<file path="config.mk">
export PLATFORM = sky130hd
export DESIGN_NAME = vsel_ctrl
export DESIGN_NICKNAME = d
export VERILOG_FILES = /design/src/rtl/vsel_pkg.sv /design/src/rtl/vsel_insync.sv /design/src/rtl/vsel_timing.sv /design/src/rtl/vsel_policy.sv /design/src/rtl/vsel_ctrl.sv
export SDC_FILE = /design/constraint.sdc
export NUM_CORES = 1
export LEC_CHECK = 0
export ABC_CLOCK_PERIOD_IN_PS = 6900
export BUFFER_PORTS_ARGS = -buffer_cell sky130_fd_sc_hd__clkbuf_2
export CAP_MARGIN = 30
export CORE_MARGIN = 3
export CORE_UTILIZATION = 60
export DETAILED_ROUTE_END_ITERATION = 10
export GPL_TIMING_DRIVEN = 0
export PLACE_DENSITY = 0.78
export SYNTH_ARGS = -nofsm -noshare
export SYNTH_HDL_FRONTEND = slang
export SYNTH_SLANG_ARGS = --single-unit
</file>
<file path="constraint.sdc">
create_clock -name clk -period 6.9 [get_ports clk]
set_input_delay 0.69 -clock clk [delete_from_list [all_inputs] [get_ports clk]]
set_output_delay 0.69 -clock clk [all_outputs]
set_load 0.01 [all_outputs]
</file>
<file path="src/rtl/vsel_pkg.sv">
package vsel_pkg;

   typedef enum logic [2:0] {
      M_FIELD  = 3'd0,
      M_FRAMES = 3'd1,
      M_TIMED  = 3'd2,
      M_HALF   = 3'd3,
      M_LWIN   = 3'd4,
      M_PWIN   = 3'd5,
      M_RECT   = 3'd6,
      M_RSVD   = 3'd7
   } mode_e;

endpackage

</file>
<file path="src/rtl/vsel_insync.sv">
module vsel_insync #(
   parameter int STAGES  = 2,
   parameter bit ACT_LOW = 1'b0
) (
   input  logic clk,
   input  logic rst_n,
   input  logic din,
   output logic lvl,
   output logic prev
);

   logic              din_act;
   logic [STAGES-1:0] chain_q;
   logic              prev_q;

   generate
      if (ACT_LOW) begin : g_inv
         assign din_act = ~din;
      end else begin : g_pass
         assign din_act = din;
      end
   endgenerate

   always_ff @(posedge clk or negedge rst_n) begin
      if (!rst_n) begin
         chain_q <= '0;
         prev_q  <= 1'b0;
      end else begin
         chain_q <= {chain_q[STAGES-2:0], din_act};
         prev_q  <= chain_q[STAGES-1];
      end
   end

   assign lvl  = chain_q[STAGES-1];
   assign prev = prev_q;

endmodule

</file>
<file path="src/rtl/vsel_timing.sv">
module vsel_timing #(
   parameter int LINE_W = 10,
   parameter int PIX_W  = 11
) (
   input  logic              clk,
   input  logic              rst_n,
   input  logic              sync_lvl,
   input  logic              sync_prev,
   input  logic              gate_lvl,
   input  logic              gate_prev,
   output logic              vsync_q,
   output logic              vs_rise,
   output logic              hsync_q,
   output logic [LINE_W-1:0] line_q,
   output logic [PIX_W-1:0]  pix_q
);

   localparam logic [LINE_W-1:0] LINE_MAX = '1;
   localparam logic [PIX_W-1:0]  PIX_MAX  = '1;

   logic gate_fall;
   logic sync_rise;
   logic hs_set;

   assign gate_fall = gate_prev & ~gate_lvl;
   assign sync_rise = sync_lvl & ~sync_prev;
   assign hs_set    = sync_rise & ~vsync_q;
   assign vs_rise   = gate_fall & sync_lvl & ~vsync_q;

   // vertical interval: sync level sampled at the end of the gate
   always_ff @(posedge clk or negedge rst_n) begin
      if (!rst_n) begin
         vsync_q <= 1'b0;
      end else if (gate_fall) begin
         vsync_q <= sync_lvl;
      end
   end

   always_ff @(posedge clk or negedge rst_n) begin
      if (!rst_n) begin
         hsync_q <= 1'b0;
      end else if (gate_fall) begin
         hsync_q <= 1'b0;
      end else if (hs_set) begin
         hsync_q <= 1'b1;
      end
   end

   always_ff @(posedge clk or negedge rst_n) begin
      if (!rst_n) begin
         line_q <= '0;
      end else if (vsync_q) begin
         line_q <= '0;
      end else if (hs_set && line_q != LINE_MAX) begin
         line_q <= line_q + 1'b1;
      end
   end

   always_ff @(posedge clk or negedge rst_n) begin
      if (!rst_n) begin
         pix_q <= '0;
      end else if (hs_set) begin
         pix_q <= '0;
      end else if (pix_q != PIX_MAX) begin
         pix_q <= pix_q + 1'b1;
      end
   end

endmodule

</file>
<file path="src/rtl/vsel_policy.sv">
module vsel_policy
   import vsel_pkg::*;
#(
   parameter int LINE_W    = 10,
   parameter int PIX_W     = 11,
   parameter int FRM_W     = 8,
   parameter int SEC_W     = 6,
   parameter int CLK_HZ    = 27_000_000,
   parameter int HALF_LINE = 131,
   parameter int LWIN_LO   = 127,
   parameter int LWIN_HI   = 192
) (
   input  logic              clk,
   input  logic              rst_n,
   input  logic              vs_rise,
   input  logic              fld_lvl,
   input  logic              fld_prev,
   input  logic [LINE_W-1:0] line,
   input  logic [PIX_W-1:0]  pix,
   input  logic [2:0]        mode_i,
   input  logic [FRM_W-1:0]  frame_lim_i,
   input  logic [SEC_W-1:0]  secs_lim_i,
   input  logic [PIX_W-1:0]  pix_lim_i,
   output logic              sel_q,
   output logic [2:0]        mode_q
);

   localparam int                PRE_W    = $clog2(CLK_HZ);
   localparam logic [PRE_W-1:0]  PRE_MAX  = PRE_W'(CLK_HZ - 1);
   localparam logic [LINE_W-1:0] HALF_V   = LINE_W'(HALF_LINE);
   localparam logic [LINE_W-1:0] LO_V     = LINE_W'(LWIN_LO);
   localparam logic [LINE_W-1:0] HI_V     = LINE_W'(LWIN_HI);

   mode_e            act_mode;
   logic [FRM_W-1:0] act_frm;
   logic [SEC_W-1:0] act_sec;
   logic [PIX_W-1:0] act_pix;

   // configuration is taken up only when a vertical interval starts
   always_ff @(posedge clk or negedge rst_n) begin
      if (!rst_n) begin
         act_mode <= M_FIELD;
         act_frm  <= '0;
         act_sec  <= '0;
         act_pix  <= '0;
      end else if (vs_rise) begin
         act_mode <= mode_e'(mode_i);
         act_frm  <= frame_lim_i;
         act_sec  <= secs_lim_i;
         act_pix  <= pix_lim_i;
      end
   end

   // even-field counter
   logic             even_start;
   logic [FRM_W:0]   frm_eff;
   logic [FRM_W-1:0] frm_cnt;
   logic             frm_tog;

   assign even_start = fld_prev & ~fld_lvl;
   assign frm_eff    = (act_frm == '0) ? (FRM_W+1)'(1) : {1'b0, act_frm};

   always_ff @(posedge clk or negedge rst_n) begin
      if (!rst_n) begin
         frm_cnt <= '0;
         frm_tog <= 1'b0;
      end else if (act_mode != M_FRAMES) begin
         frm_cnt <= '0;
         frm_tog <= 1'b0;
      end else if (even_start) begin
         if (({1'b0, frm_cnt} + (FRM_W+1)'(1)) >= frm_eff) begin
            frm_cnt <= '0;
            frm_tog <= ~frm_tog;
         end else begin
            frm_cnt <= frm_cnt + 1'b1;
         end
      end
   end

   // seconds timer: prescaler then seconds counter
   logic [PRE_W-1:0] pre_cnt;
   logic [SEC_W-1:0] sec_cnt;
   logic [SEC_W:0]   sec_eff;
   logic             tim_tog;

   assign sec_eff = (act_sec == '0) ? (SEC_W+1)'(1) : {1'b0, act_sec};

   always_ff @(posedge clk or negedge rst_n) begin
      if (!rst_n) begin
         pre_cnt <= '0;
         sec_cnt <= '0;
         tim_tog <= 1'b0;
      end else if (act_mode != M_TIMED) begin
         pre_cnt <= '0;
         sec_cnt <= '0;
         tim_tog <= 1'b0;
      end else if (pre_cnt == PRE_MAX) begin
         pre_cnt <= '0;
         if (({1'b0, sec_cnt} + (SEC_W+1)'(1)) >= sec_eff) begin
            sec_cnt <= '0;
            tim_tog <= ~tim_tog;
         end else begin
            sec_cnt <= sec_cnt + 1'b1;
         end
      end else begin
         pre_cnt <= pre_cnt + 1'b1;
      end
   end

   // spatial windows
   logic in_half;
   logic in_lwin;
   logic in_pix;
   logic sel_d;

   assign in_half = (line < HALF_V);
   assign in_lwin = (line > LO_V) && (line < HI_V);
   assign in_pix  = (pix >= act_pix);

   always_comb begin
      unique case (act_mode)
         M_FRAMES: sel_d = frm_tog;
         M_TIMED:  sel_d = tim_tog;
         M_HALF:   sel_d = in_half;
         M_LWIN:   sel_d = in_lwin;
         M_PWIN:   sel_d = in_pix;
         M_RECT:   sel_d = in_lwin & in_pix;
         default:  sel_d = fld_lvl;
      endcase
   end

   always_ff @(posedge clk or negedge rst_n) begin
      if (!rst_n) begin
         sel_q <= 1'b0;
      end else begin
         sel_q <= sel_d;
      end
   end

   assign mode_q = act_mode;

endmodule

</file>
<file path="src/rtl/vsel_ctrl.sv">
module vsel_ctrl #(
   parameter int SYNC_STAGES  = 2,
   parameter bit SYNC_ACT_LOW = 1'b0,
   parameter bit GATE_ACT_LOW = 1'b0,
   parameter int LINE_W       = 10,
   parameter int PIX_W        = 11,
   parameter int FRM_W        = 8,
   parameter int SEC_W        = 6,
   parameter int CLK_HZ       = 27_000_000,
   parameter int HALF_LINE    = 131,
   parameter int LWIN_LO      = 127,
   parameter int LWIN_HI      = 192
) (
   input  logic              clk,
   input  logic              rst_n,
   input  logic              sync_i,
   input  logic              gate_i,
   input  logic              field_i,
   input  logic [2:0]        mode_i,
   input  logic [FRM_W-1:0]  frame_lim_i,
   input  logic [SEC_W-1:0]  secs_lim_i,
   input  logic [PIX_W-1:0]  pix_lim_i,
   output logic              sel_o,
   output logic              led_o,
   output logic              vsync_o,
   output logic              hsync_o,
   output logic [LINE_W-1:0] line_o,
   output logic [PIX_W-1:0]  pix_o
);

   // elaboration-time parameter checks
   generate
      if (SYNC_STAGES < 2) begin : g_bad_stages
         initial $fatal(1, "vsel_ctrl: SYNC_STAGES must be at least 2");
      end
      if (CLK_HZ < 2) begin : g_bad_clk
         initial $fatal(1, "vsel_ctrl: CLK_HZ must be at least 2");
      end
      if (LWIN_HI <= LWIN_LO + 1) begin : g_bad_win
         initial $fatal(1, "vsel_ctrl: line band is empty");
      end
      if (LWIN_HI >= (1 << LINE_W) || HALF_LINE >= (1 << LINE_W)) begin : g_bad_line
         initial $fatal(1, "vsel_ctrl: line thresholds exceed LINE_W");
      end
   endgenerate

   logic sync_lvl, sync_prev;
   logic gate_lvl, gate_prev;
   logic fld_lvl,  fld_prev;

   vsel_insync #(.STAGES(SYNC_STAGES), .ACT_LOW(SYNC_ACT_LOW)) u_sync_sync (
      .clk(clk), .rst_n(rst_n), .din(sync_i), .lvl(sync_lvl), .prev(sync_prev));

   vsel_insync #(.STAGES(SYNC_STAGES), .ACT_LOW(GATE_ACT_LOW)) u_sync_gate (
      .clk(clk), .rst_n(rst_n), .din(gate_i), .lvl(gate_lvl), .prev(gate_prev));

   vsel_insync #(.STAGES(SYNC_STAGES), .ACT_LOW(1'b0)) u_sync_field (
      .clk(clk), .rst_n(rst_n), .din(field_i), .lvl(fld_lvl), .prev(fld_prev));

   logic              vsync_q;
   logic              vs_rise;
   logic              hsync_q;
   logic [LINE_W-1:0] line_q;
   logic [PIX_W-1:0]  pix_q;

   vsel_timing #(.LINE_W(LINE_W), .PIX_W(PIX_W)) u_timing (
      .clk       (clk),
      .rst_n     (rst_n),
      .sync_lvl  (sync_lvl),
      .sync_prev (sync_prev),
      .gate_lvl  (gate_lvl),
      .gate_prev (gate_prev),
      .vsync_q   (vsync_q),
      .vs_rise   (vs_rise),
      .hsync_q   (hsync_q),
      .line_q    (line_q),
      .pix_q     (pix_q)
   );

   logic       sel_q;
   logic [2:0] cur_mode;

   vsel_policy #(
      .LINE_W(LINE_W), .PIX_W(PIX_W), .FRM_W(FRM_W), .SEC_W(SEC_W),
      .CLK_HZ(CLK_HZ), .HALF_LINE(HALF_LINE), .LWIN_LO(LWIN_LO), .LWIN_HI(LWIN_HI)
   ) u_policy (
      .clk         (clk),
      .rst_n       (rst_n),
      .vs_rise     (vs_rise),
      .fld_lvl     (fld_lvl),
      .fld_prev    (fld_prev),
      .line        (line_q),
      .pix         (pix_q),
      .mode_i      (mode_i),
      .frame_lim_i (frame_lim_i),
      .secs_lim_i  (secs_lim_i),
      .pix_lim_i   (pix_lim_i),
      .sel_q       (sel_q),
      .mode_q      (cur_mode)
   );

   logic led_q;

   always_ff @(posedge clk or negedge rst_n) begin
      if (!rst_n) begin
         led_q <= 1'b0;
      end else if (vs_rise) begin
         led_q <= ~led_q;
      end
   end

   assign sel_o   = sel_q;
   assign led_o   = led_q;
   assign vsync_o = vsync_q;
   assign hsync_o = hsync_q;
   assign line_o  = line_q;
   assign pix_o   = pix_q;

endmodule

</file>
==> results of run 1 <==
## layer usage
metal / share of wire, % / track usage (%) / vias to the layer above
met3: 3.8 / 4.50 / 11
met2: 51 / 39.5 / 67
li1: - / - / 2098
met1: 44 / 30.2 / 2051
met4: 1.1 / 7.15 / 0
met5: 0 / 0 / -
## sequential cells by signal, summed over array words and instances, names as in the netlist, 3 cells and up
register / cells
u_timing.pix_q: 11
u_timing.line_q: 10
u_policy.act_sec: 6
u_policy.sec_cnt: 6
u_policy.act_frm: 8
u_policy.pre_cnt: 25
u_policy.frm_cnt: 8
u_policy.act_pix: 11
u_policy.mode_q: 3
## layout make-up
class	count	area, sq um	share of cell area, %
buffer	17	81.3	1.35
clock buffer	9	124	2.06
clock inverter	7	77.6	1.29
inverter	29	109	1.81
multi-input combinational	404	2610	43.3
sequential	103	2580	42.8
tap	105	131	2.18
timing repair buffer	58	315	5.23
## worst max-delay path: stages, from the launching register on
cell	delay, ns
dfrtp_1	0.44
ha_1	0.28
and3_1	0.20
nand3_1	0.15
xnor2_1	0.18
ha_1	0.32
and3_1	0.18
a221oi_1	0.26
o21ai_1	0.27
nor4_2	0.70
a221o_1	0.27
## Yosys cell counts, drive strengths merged, types with 7 or more instances
| cell | number |
|---|---|
| ha | 30 |
| and3 | 9 |
| nand4 | 20 |
| mux2 | 8 |
| o21ai | 37 |
| nand2 | 54 |
| nor3 | 7 |
| nand3 | 35 |
| xnor2 | 14 |
| clkbuf | 13 |
| dfrtp | 103 |
| nor2 | 61 |
| xor2 | 27 |
| a21oi | 17 |
| inv | 29 |
## how the worst max path moves through the flow
| stage | startpoint | endpoint | slack, ns | cells after the start |
|---|---|---|---|---|
| 4_1_cts | u_policy.frm_cnt[0]$_DFFE_PN0P_ | u_policy.frm_cnt[0]$_DFFE_PN0P_ | 3.56 | 10 |
| 5_1_grt | u_policy.frm_cnt[0]$_DFFE_PN0P_ | u_policy.frm_cnt[6]$_DFFE_PN0P_ | 3.36 | 10 |
| 3_3_place_gp | u_policy.frm_cnt[0]$_DFFE_PN0P_ | u_policy.frm_cnt[0]$_DFFE_PN0P_ | 3.72 | 10 |
| 2_1_floorplan | u_policy.frm_cnt[0]$_DFFE_PN0P_ | u_policy.frm_cnt[0]$_DFFE_PN0P_ | 4.12 | 10 |
| 6_report | u_policy.frm_cnt[0]$_DFFE_PN0P_ | u_policy.frm_cnt[6]$_DFFE_PN0P_ | 3.57 | 10 |
| 3_5_place_dp | u_policy.frm_cnt[0]$_DFFE_PN0P_ | u_policy.frm_cnt[0]$_DFFE_PN0P_ | 3.60 | 10 |
## per-stage QoR
stage | instance area, sq um | hold WS, ns | cells
floorplan | 5380 | 0.331 | 553
global placement | 5790 | 0.333 | 715
detailed placement | 5820 | 0.336 | 716
CTS | 6020 | 0.359 | 732
global route | 6020 | 0.365 | 732
finish | 6020 | 0.349 | 732
## report_power, final
| part | total, mW | switching, mW | internal, mW | leakage, nW |
|---|---|---|---|---|
| logic | 0.310 | 0.182 | 0.129 | 1.36 |
| registers | 0.727 | 0.0523 | 0.675 | 1.35 |
| clock network | 0.395 | 0.221 | 0.173 | 0.106 |
## placed cells by master (no fill, tap or decap), drive strengths merged, types with 3 or more instances in the layout
| master | count |
|---|---|
| nand3 | 35 |
| xor2 | 27 |
| or4 | 4 |
| nor2 | 61 |
| or3 | 4 |
| o41ai | 3 |
| nor3 | 7 |
| buf | 5 |
| o21ai | 37 |
| nand2b | 6 |
| xnor2 | 14 |
| ha | 30 |
| a21o | 5 |
| nor3b | 4 |
| a21oi | 17 |
| nand4b | 3 |
| nor4 | 5 |
| a211oi | 3 |
| and3 | 9 |
| nor2b | 4 |
| dfrtp | 103 |
| a22o | 6 |
| a31oi | 5 |
| inv | 33 |
| and4 | 6 |
| nand2 | 54 |
| nand4 | 20 |
| mux2i | 3 |
| o31ai | 3 |
| clkbuf | 79 |
| mux2 | 8 |
## cells by family (layout without fill, tap and decap cells)
kind of cell	after synthesis	in the layout	share of synthesized area, %
adder cells (fa/ha/maj)	30	30	6.98
flip-flops	103	103	47.9
multiplexers	11	11	2.23
AND/OR/NAND/NOR	229	229	21.7
buffers and inverters	46	120	3.54
XOR/XNOR	41	41	6.68
AO/OA/AOI/OAI	93	93	11.0
==> impl_metrics.tcl, run 1 <==
set metrics [dict create \
    outcome "complete, no violations" \
    leakagePower_nw 2.81 \
    rsz0062_at_grt "false" \
    maxCapViolations 0 \
    die_w_microns 101 \
    synth-seq-area-share_pct 47.9 \
    synth-main-ff-cell "dfrtp_1" \
    slew_headroom_pct 33.5 \
    worstReg2RegEnd "u_policy.frm_cnt[6]$_DFFE_PN0P_" \
    setup_tns_ns 0 \
    die-area_sq_mm 0.0101 \
    setup_violations 0 \
    final_core_util_pct 71.2 \
    tightest_slew_ns 0.995 \
    r2r-start "u_policy.frm_cnt[0]$_DFFE_PN0P_" \
    post-route-period-util_pct 48.3 \
    wl_per_cell_microns 15.2 \
    cts_setup_buffers 0 \
    vias_per_cell 5.77 \
    syn_avg_cell_area_sq_um 9.72 \
    ctsHoldBuffers 0 \
    dp_hpwl_microns 8290 \
    cts_tree "built" \
    drt_iter0_drc 197 \
    fillers 630 \
    core_sq_mm 0.00846 \
    min_period_ns 3.33 \
    worstHoldPathType "input port to async pin" \
    drt_pass1_iterations 4 \
    cts_root_buf "clkbuf_8" \
    startpoint_type "flop" \
    port_buffers 57 \
    layout-drive-gt1-share_pct 15.0 \
    synth.distinct_cells 54 \
    num_vias 4227 \
    diodes 0 \
    drc_errors 0 \
    ff2ff_path_depth 10 \
    antenna_left 0 \
    rrSetupSlack_ns 3.57 \
    critical_path_class "flop to flop" \
    finalHoldViolations 0 \
    grt_pass1_vias 4176 \
    initial_core_util_pct 63.5 \
    finalNetCount 685 \
    total_power_mw 1.43 \
    clk-insertion-delay-late_ns 0.37 \
    clock-sinks 103 \
    syn_nets 616 \
    numCtsBuffers 9 \
    antenna_found_initial 0 \
    ys_warn_count 0 \
    num_rows 33 \
    powerDensity_mw_per_mm2 238 \
    grt_max_degree 60 \
    finalMaxSlewViolations 0 \
    synth_cells 553 \
    synth_seq_cells 103 \
    track_usage_pct 23.3 \
    grt_pass1_wl_microns 19100 \
    synthTopCellsByArea "dfrtp_1 (48%), ha_1 (7.0%), xor2_1 (4.4%)" \
    cp_max_fo 8 \
    fp.dieH_microns 101 \
    htree_num_levels 3 \
    path_clk_slew_ns 0.10 \
    fin_worst_skew_ns 0.0112 \
    area_growth_pct 12.1 \
    gp_congestion 0.848 \
    dpl_worst_slack_ns 3.60 \
    peakVddDrop_uv 141 \
    grt_overflow 0 \
    required_ns 7.20 \
    syn_area_sq_mm 0.00538 \
    fmax_mhz 300 \
    wl_microns 11100 \
    setup_slack_ns 3.57 \
    synth_edf_count 0 \
    crit_path_end_kind "flop" \
    io_pins 58 \
    clock_path_buffers 2 \
    cts_resized 0 \
    cp_data_arrival_time_ns 3.63 \
    yosysTopAreaCell "dfrtp_1" \
    synth_top_area_share_pct 47.9 \
    synthArstFlopShare_pct 100 \
]
(Power assumes the default switching activity.)
==> inputs of run 2 (changes only) <==
--- a/config.mk
+++ b/config.mk
@@ -5,14 +5,15 @@
 export SDC_FILE = /design/constraint.sdc
 export NUM_CORES = 1
 export LEC_CHECK = 0
-export ABC_CLOCK_PERIOD_IN_PS = 6900
+export ABC_AREA = 1
+export ABC_CLOCK_PERIOD_IN_PS = 3300
 export BUFFER_PORTS_ARGS = -buffer_cell sky130_fd_sc_hd__clkbuf_2
 export CAP_MARGIN = 30
 export CORE_MARGIN = 3
-export CORE_UTILIZATION = 60
+export CORE_UTILIZATION = 59
 export DETAILED_ROUTE_END_ITERATION = 10
 export GPL_TIMING_DRIVEN = 0
-export PLACE_DENSITY = 0.78
+export PLACE_DENSITY = 0.77
 export SYNTH_ARGS = -nofsm -noshare
 export SYNTH_HDL_FRONTEND = slang
 export SYNTH_SLANG_ARGS = --single-unit
==> constraint.sdc (replaced) <==
create_clock -name clk -period 3.3 [get_ports clk]
set_input_delay 0.33 -clock clk [delete_from_list [all_inputs] [get_ports clk]]
set_output_delay 0.33 -clock clk [all_outputs]
set_load 0.01 [all_outputs]
==> impl_metrics.tcl, run 2 <==
set metrics [dict create \
    maxCapViolations 0 \
    syn_area_sq_mm 0.00567 \
    syn_avg_cell_area_sq_um 8.21 \
    post-route-period-util_pct 77.2 \
    ctsHoldBuffers 0 \
    area_growth_pct 12.2 \
    clock_path_buffers 2 \
    layout_commonest_cell "nand2_1" \
    yosysMostFrequentCell "nand2_1" \
    synth_cells 690 \
    ys_warn_count 0 \
    initial_core_util_pct 61.0 \
    die-area_sq_mm 0.0108 \
    num_vias 4872 \
    top_regs "u_policy.pre_cnt: 25 flops, u_policy.act_pix: 11 flops, u_timing.pix_q: 11 flops" \
    fillers 788 \
    outcome "complete, no violations" \
    yosysTopAreaCell "dfrtp_1" \
    top_register "u_policy.pre_cnt" \
    setup_tns_ns 0 \
    synth-main-ff-cell "dfrtp_1" \
    required_ns 3.59 \
    slew_headroom_pct 48.1 \
    startpoint_type "flop" \
    fmax_mhz 393 \
    critical_path_class "flop to flop" \
    worstHoldPathType "input port to async pin" \
    cts_root_buf "clkbuf_8" \
    wl_microns 12500 \
    largest_reg_flops 25 \
    grt_overflow 0 \
    cts_setup_buffers 0 \
    path_clk_slew_ns 0.10 \
    syn_nets 753 \
    finalNetCount 822 \
    setup_violations 0 \
    core_sq_mm 0.00928 \
    synthArstFlopShare_pct 100 \
    powerDensity_mw_per_mm2 468 \
    cts_resized 0 \
    dp_hpwl_microns 9460 \
    io_pins 58 \
    min_period_ns 2.55 \
    gp_congestion 0.926 \
    gr-usage-met1_pct 33.6 \
    gr-usage-met2_pct 39.0 \
    antenna_found_initial 0 \
    peakVddDrop_uv 354 \
    synth_seq_cells 103 \
    fin_worst_skew_ns 0.0124 \
    final_cell_mix "nand2_1 (110), dfrtp_1 (103), inv_1 (98)" \
    clock-sinks 103 \
    numCtsBuffers 9 \
    finalHoldViolations 0 \
    cp_max_fo 8 \
    finalMaxSlewViolations 0 \
    die_w_microns 104 \
    crit_path_end_kind "flop" \
    synth-seq-area-share_pct 45.5 \
    placed_cells 877 \
    grt_pass1_wl_microns 22000 \
    port_buffers 57 \
    drc_errors 0 \
    num_rows 35 \
    drt_pass1_iterations 4 \
    grt_max_degree 55 \
    vias_per_cell 5.46 \
    synthTopCellsByCount "nand2_1 (110), dfrtp_1 (103), inv_1 (98)" \
    htree_num_levels 3 \
    layout-drive-gt1-share_pct 13.9 \
    grt_pass1_vias 4849 \
    clk-insertion-delay-late_ns 0.37 \
    synth.distinct_cells 41 \
    antenna_left 0 \
    cts_tree "built" \
    busiest_layer "met2" \
    gr-usage-met3_pct 4.53 \
    wl_per_cell_microns 13.9 \
    fp.dieH_microns 104 \
    diodes 0 \
    synth_top_area_share_pct 45.5 \
    cp_data_arrival_time_ns 2.84 \
    drt_iter0_drc 186 \
    synthTopCellsByArea "dfrtp_1 (45%), nand2_1 (7.3%), ha_1 (6.6%)" \
    track_usage_pct 24.3 \
    rsz0062_at_grt "false" \
    synth_edf_count 0 \
    leakagePower_nw 3.08 \
    tightest_slew_ns 0.770 \
    stdcell_count 893 \
]
[run 2: cell types whose count changed in the layout (fill, tap and decap cells not counted), moves of 9 or more]
cell	delta
a21oi_1	+25
and3_1	-9
inv_1	+69
nand2_1	+58
nand3_1	+18
nor2_1	+36
nor3_1	+16
xnor2_1	-13
xor2_1	-9
[run 2: path summary, 6_finish.rpt]
path | startpoint | to | slack [ns] | cells past startpoint
max | u_policy.frm_cnt[0]$_DFFE_PN0P_ | u_policy.frm_cnt[5]$_DFFE_PN0P_ | 0.75 | 14
max in group asynchronous | rst_n | u_policy.act_pix[4]$_DFFE_PN0P_ | 2.58 | 2
min | rst_n | u_policy.frm_cnt[4]$_DFFE_PN0P_ | 0.02 | 1
min reg2reg | u_sync_gate.chain_q[0]$_DFF_PN0_ | u_sync_gate.chain_q[1]$_DFF_PN0_ | 0.36 | 0
max reg2reg | u_policy.frm_cnt[0]$_DFFE_PN0P_ | u_policy.frm_cnt[5]$_DFFE_PN0P_ | 0.75 | 14
min in group clk | sync_i | u_sync_sync.chain_q[0]$_DFF_PN0_ | 0.06 | 1
[run 2: worst max-delay path, stage by stage (launching register included)]
cell	delay (ns)
dfrtp_1	0.42
ha_1	0.20
nand2_1	0.08
nor2_2	0.17
nand3_1	0.12
xor2_1	0.18
ha_1	0.34
a21o_1	0.18
nand3_1	0.07
nand2_1	0.05
nor2_1	0.09
nand3_1	0.17
nor2_4	0.24
nand2_1	0.08
o21ai_0	0.08
[run 2: layer usage]
metal	up-vias	routed length (microns)
met2	139	5910
met5	-	0
met4	0	234
li1	2399	-
met1	2310	5710
met3	24	600
[run 2: cell type report]
| type | count | area, sq um | area share, % |
|---|---|---|---|
| Clock buffer | 11 | 131 | 2.07 |
| Inverter | 99 | 372 | 5.85 |
| Sequential cell | 103 | 2580 | 40.6 |
| Tap cell | 129 | 161 | 2.54 |
| Multi-Input combinational cell | 478 | 2650 | 41.8 |
| Clock inverter | 5 | 81.3 | 1.28 |
| Buffer | 10 | 63.8 | 1.00 |
| Timing Repair Buffer | 58 | 315 | 4.96 |
[run 2: kinds of logic after synthesis]
| family | Yosys count | synth area share, % |
|---|---|---|
| DFF | 103 | 45.5 |
| muxes | 4 | 0.795 |
| AOI/OAI and AO/OA | 96 | 9.63 |
| and+or+nand+nor | 329 | 26.8 |
| xor gates and xnor gates | 19 | 2.94 |
| adders and majority gates | 30 | 6.62 |
| buffers and inverters | 109 | 7.68 |
[run 2: metrics by stage]
stage	hold slack (ns)	util [%]	setup WS (ns)	cell area (sq um)	total power [mW]
floorplan	0.0344	-	1.10	5670	1.90
global placement	0.332	65.8	0.571	6110	2.09
detailed placement	0.335	66.2	0.760	6140	2.13
CTS	0.0328	68.5	0.745	6360	2.99
global route	0.0423	68.5	0.368	6360	3.16
finish	0.0159	68.5	0.753	6360	2.98
[run 2: power breakdown]
part	leakage (nW)	switching, mW	internal (mW)
clock network	0.104	0.436	0.430
logic	1.66	0.362	0.240
registers	1.32	0.115	1.39
==> inputs of run 3 (changes only) <==
--- a/config.mk
+++ b/config.mk
@@ -6,7 +6,7 @@
 export NUM_CORES = 1
 export LEC_CHECK = 0
 export ABC_AREA = 1
-export ABC_CLOCK_PERIOD_IN_PS = 3300
+export ABC_CLOCK_PERIOD_IN_PS = 2500
 export BUFFER_PORTS_ARGS = -buffer_cell sky130_fd_sc_hd__clkbuf_2
 export CAP_MARGIN = 30
 export CORE_MARGIN = 3
==> constraint.sdc (replaced) <==
create_clock -name clk -period 2.5 [get_ports clk]
set_input_delay 0.25 -clock clk [delete_from_list [all_inputs] [get_ports clk]]
set_output_delay 0.25 -clock clk [all_outputs]
set_load 0.01 [all_outputs]
==> impl_metrics.tcl, run 3 (synthesized netlist as in run 2, its figures left out) <==
set metrics [dict create \
    layout_commonest_cell "nand2_1" \
    grt_overflow 0 \
    setup_violations 0 \
    setup_tns_ns 0 \
    cp_data_arrival_time_ns 2.67 \
    largest_reg_flops 25 \
    power_switching_mw 1.21 \
    fp.dieH_microns 104 \
    worstHoldPathType "input port to flop" \
    startpoint_type "flop" \
    grt_max_degree 55 \
    gp_congestion 0.926 \
    die-area_sq_mm 0.0108 \
    antenna_left 0 \
    final_cell_mix "nand2_1 (109), dfrtp_1 (103), inv_1 (98)" \
    hold_depth 3 \
    drc_errors 0 \
    outcome "complete, no violations" \
    clk-insertion-delay-late_ns 0.37 \
    placed_area_sq_mm 0.00614 \
    wl_per_cell_microns 14.0 \
    layout-drive-gt1-share_pct 15.1 \
    wl_microns 12600 \
    fin_worst_skew_ns 0.0135 \
    fillers 772 \
    top_register "u_policy.pre_cnt" \
    slew_headroom_pct 44.8 \
    finalHoldViolations 0 \
    fin_area_sq_mm 0.00646 \
    area_growth_pct 14.0 \
    grt_pass1_vias 4917 \
    rsz0062_at_grt "true" \
    track_usage_pct 24.5 \
    cp_max_fo 8 \
    htree_num_levels 3 \
    ff2ff_path_depth 14 \
    grt_pass1_wl_microns 22100 \
    crit_path_end_kind "flop" \
    fmax_mhz 420 \
    total_power_mw 3.95 \
    path_clk_slew_ns 0.10 \
    finalMaxSlewViolations 0 \
    p_sw_share_pct 30.8 \
    clock_path_buffers 2 \
    leakagePower_nw 3.12 \
    peakVddDrop_uv 466 \
    min_period_ns 2.38 \
    pwr-share-clk_pct 29.1 \
    required_ns 2.79 \
    clock-sinks 103 \
    tightest_slew_ns 0.820 \
    drt_iter0_drc 194 \
    cts_tree "built" \
    drt_pass1_iterations 5 \
    post-route-period-util_pct 95.2 \
    num_rows 35 \
    dp_hpwl_microns 9460 \
    io_pins 58 \
    die_w_microns 104 \
    initial_core_util_pct 61.0 \
    top_regs "u_policy.pre_cnt: 25 flops, u_policy.act_pix: 11 flops, u_timing.pix_q: 11 flops" \
    core_sq_mm 0.00928 \
    antenna_found_initial 0 \
    maxCapViolations 0 \
    rrSetupSlack_ns 0.12 \
    seqPwrFrac_pct 50.5 \
    p_int_mw 2.73 \
    diodes 0 \
    critical_path_class "flop to flop" \
    powerDensity_mw_per_mm2 611 \
    cts_root_buf "clkbuf_8" \
    port_buffers 57 \
    numCtsBuffers 9 \
    p_comb_share_pct 20.4 \
    finalNetCount 828 \
    num_vias 4900 \
    vias_per_cell 5.45 \
]
==> run 3: cell types whose count changed in the layout (fill, tap and decap cells not counted), moves of 2 or more <==
cell           delta
buf_4             +2
dlygate4sd3_1     +4
ha_1              -2
nand3_1           -2
nand3_2           +2
o21ai_0           -2
o21ai_1           +2
==> run 3: final timing paths <==
kind,endpoint,start
worst min register to register,u_sync_gate.chain_q[1]$_DFF_PN0_,u_sync_gate.chain_q[0]$_DFF_PN0_
min in group asynchronous,u_policy.frm_cnt[5]$_DFFE_PN0P_,rst_n
max in group asynchronous,u_policy.act_pix[4]$_DFFE_PN0P_,rst_n
worst min-delay path,u_policy.act_frm[6]$_DFFE_PN0P_,frame_lim_i[6]
worst max-delay path,u_policy.frm_cnt[6]$_DFFE_PN0P_,u_policy.frm_cnt[1]$_DFFE_PN0P_
worst max register to register,u_policy.frm_cnt[6]$_DFFE_PN0P_,u_policy.frm_cnt[1]$_DFFE_PN0P_
==> run 3: through the flow <==
step	instances	utilization, %	hold WS, ns	setup slack (ns)
final	899	69.6	0.115	0.121
after detailed placement	877	66.2	0.335	-0.0401
after CTS	898	69.2	0.109	0.0232
after global routing	899	69.6	0.113	-0.0732
after global placement	876	65.8	0.332	-0.149
after floorplan	690	-	-0.0456	0.304
==> run 3: power groups by stage <==
stage / clock network (mW) / logic [mW] / registers, mW
finish: 1.15 / 0.806 / 1.99
floorplan: 0 / 0.487 / 2.02
detailed placement: 0 / 0.790 / 2.02
CTS: 1.16 / 0.805 / 1.99
global route: 1.23 / 0.926 / 2.02
global placement: 0 / 0.749 / 2.02
==> run 3: final cells by class <==
type	count	area [sq um]	area share [%]
buffer	10	63.8	0.988
clock buffer	11	131	2.03
clock inverter	5	81.3	1.26
inverter	99	372	5.75
multi-input combinational	478	2700	41.8
sequential	103	2580	39.9
tap	129	161	2.50
timing repair buffer	64	370	5.73
==> run 3: what timing repair did <==
item / in CTS / in global routing
resized for setup: 3 / 8
setup buffers: 1 / 1
endpoints found under the setup margin: 8 / 9
pin swaps: 1 / 8
hold buffers: 4 / 0
hold endpoints to repair: 52 / 0
==> run 3: worst max-delay path: stages, from the launching register on <==
cell	delay [ns]
dfrtp_1	0.39
ha_2	0.21
nand2_2	0.07
nor2_4	0.15
nand3_2	0.10
xor2_2	0.22
ha_4	0.24
a21o_1	0.15
nand3_1	0.07
nand2_1	0.07
nor2_2	0.11
nand3_2	0.14
nor2_4	0.21
nand2_1	0.08
o21ai_0	0.08
==> run 3: metal layers <==
metal	track usage [%]	vias up	part of all wire (%)
met2	39.7	140	48
met4	7.98	0	1.9
met3	4.53	24	5.0
li1	-	2411	-
met1	33.5	2325	45
met5	0	-	0
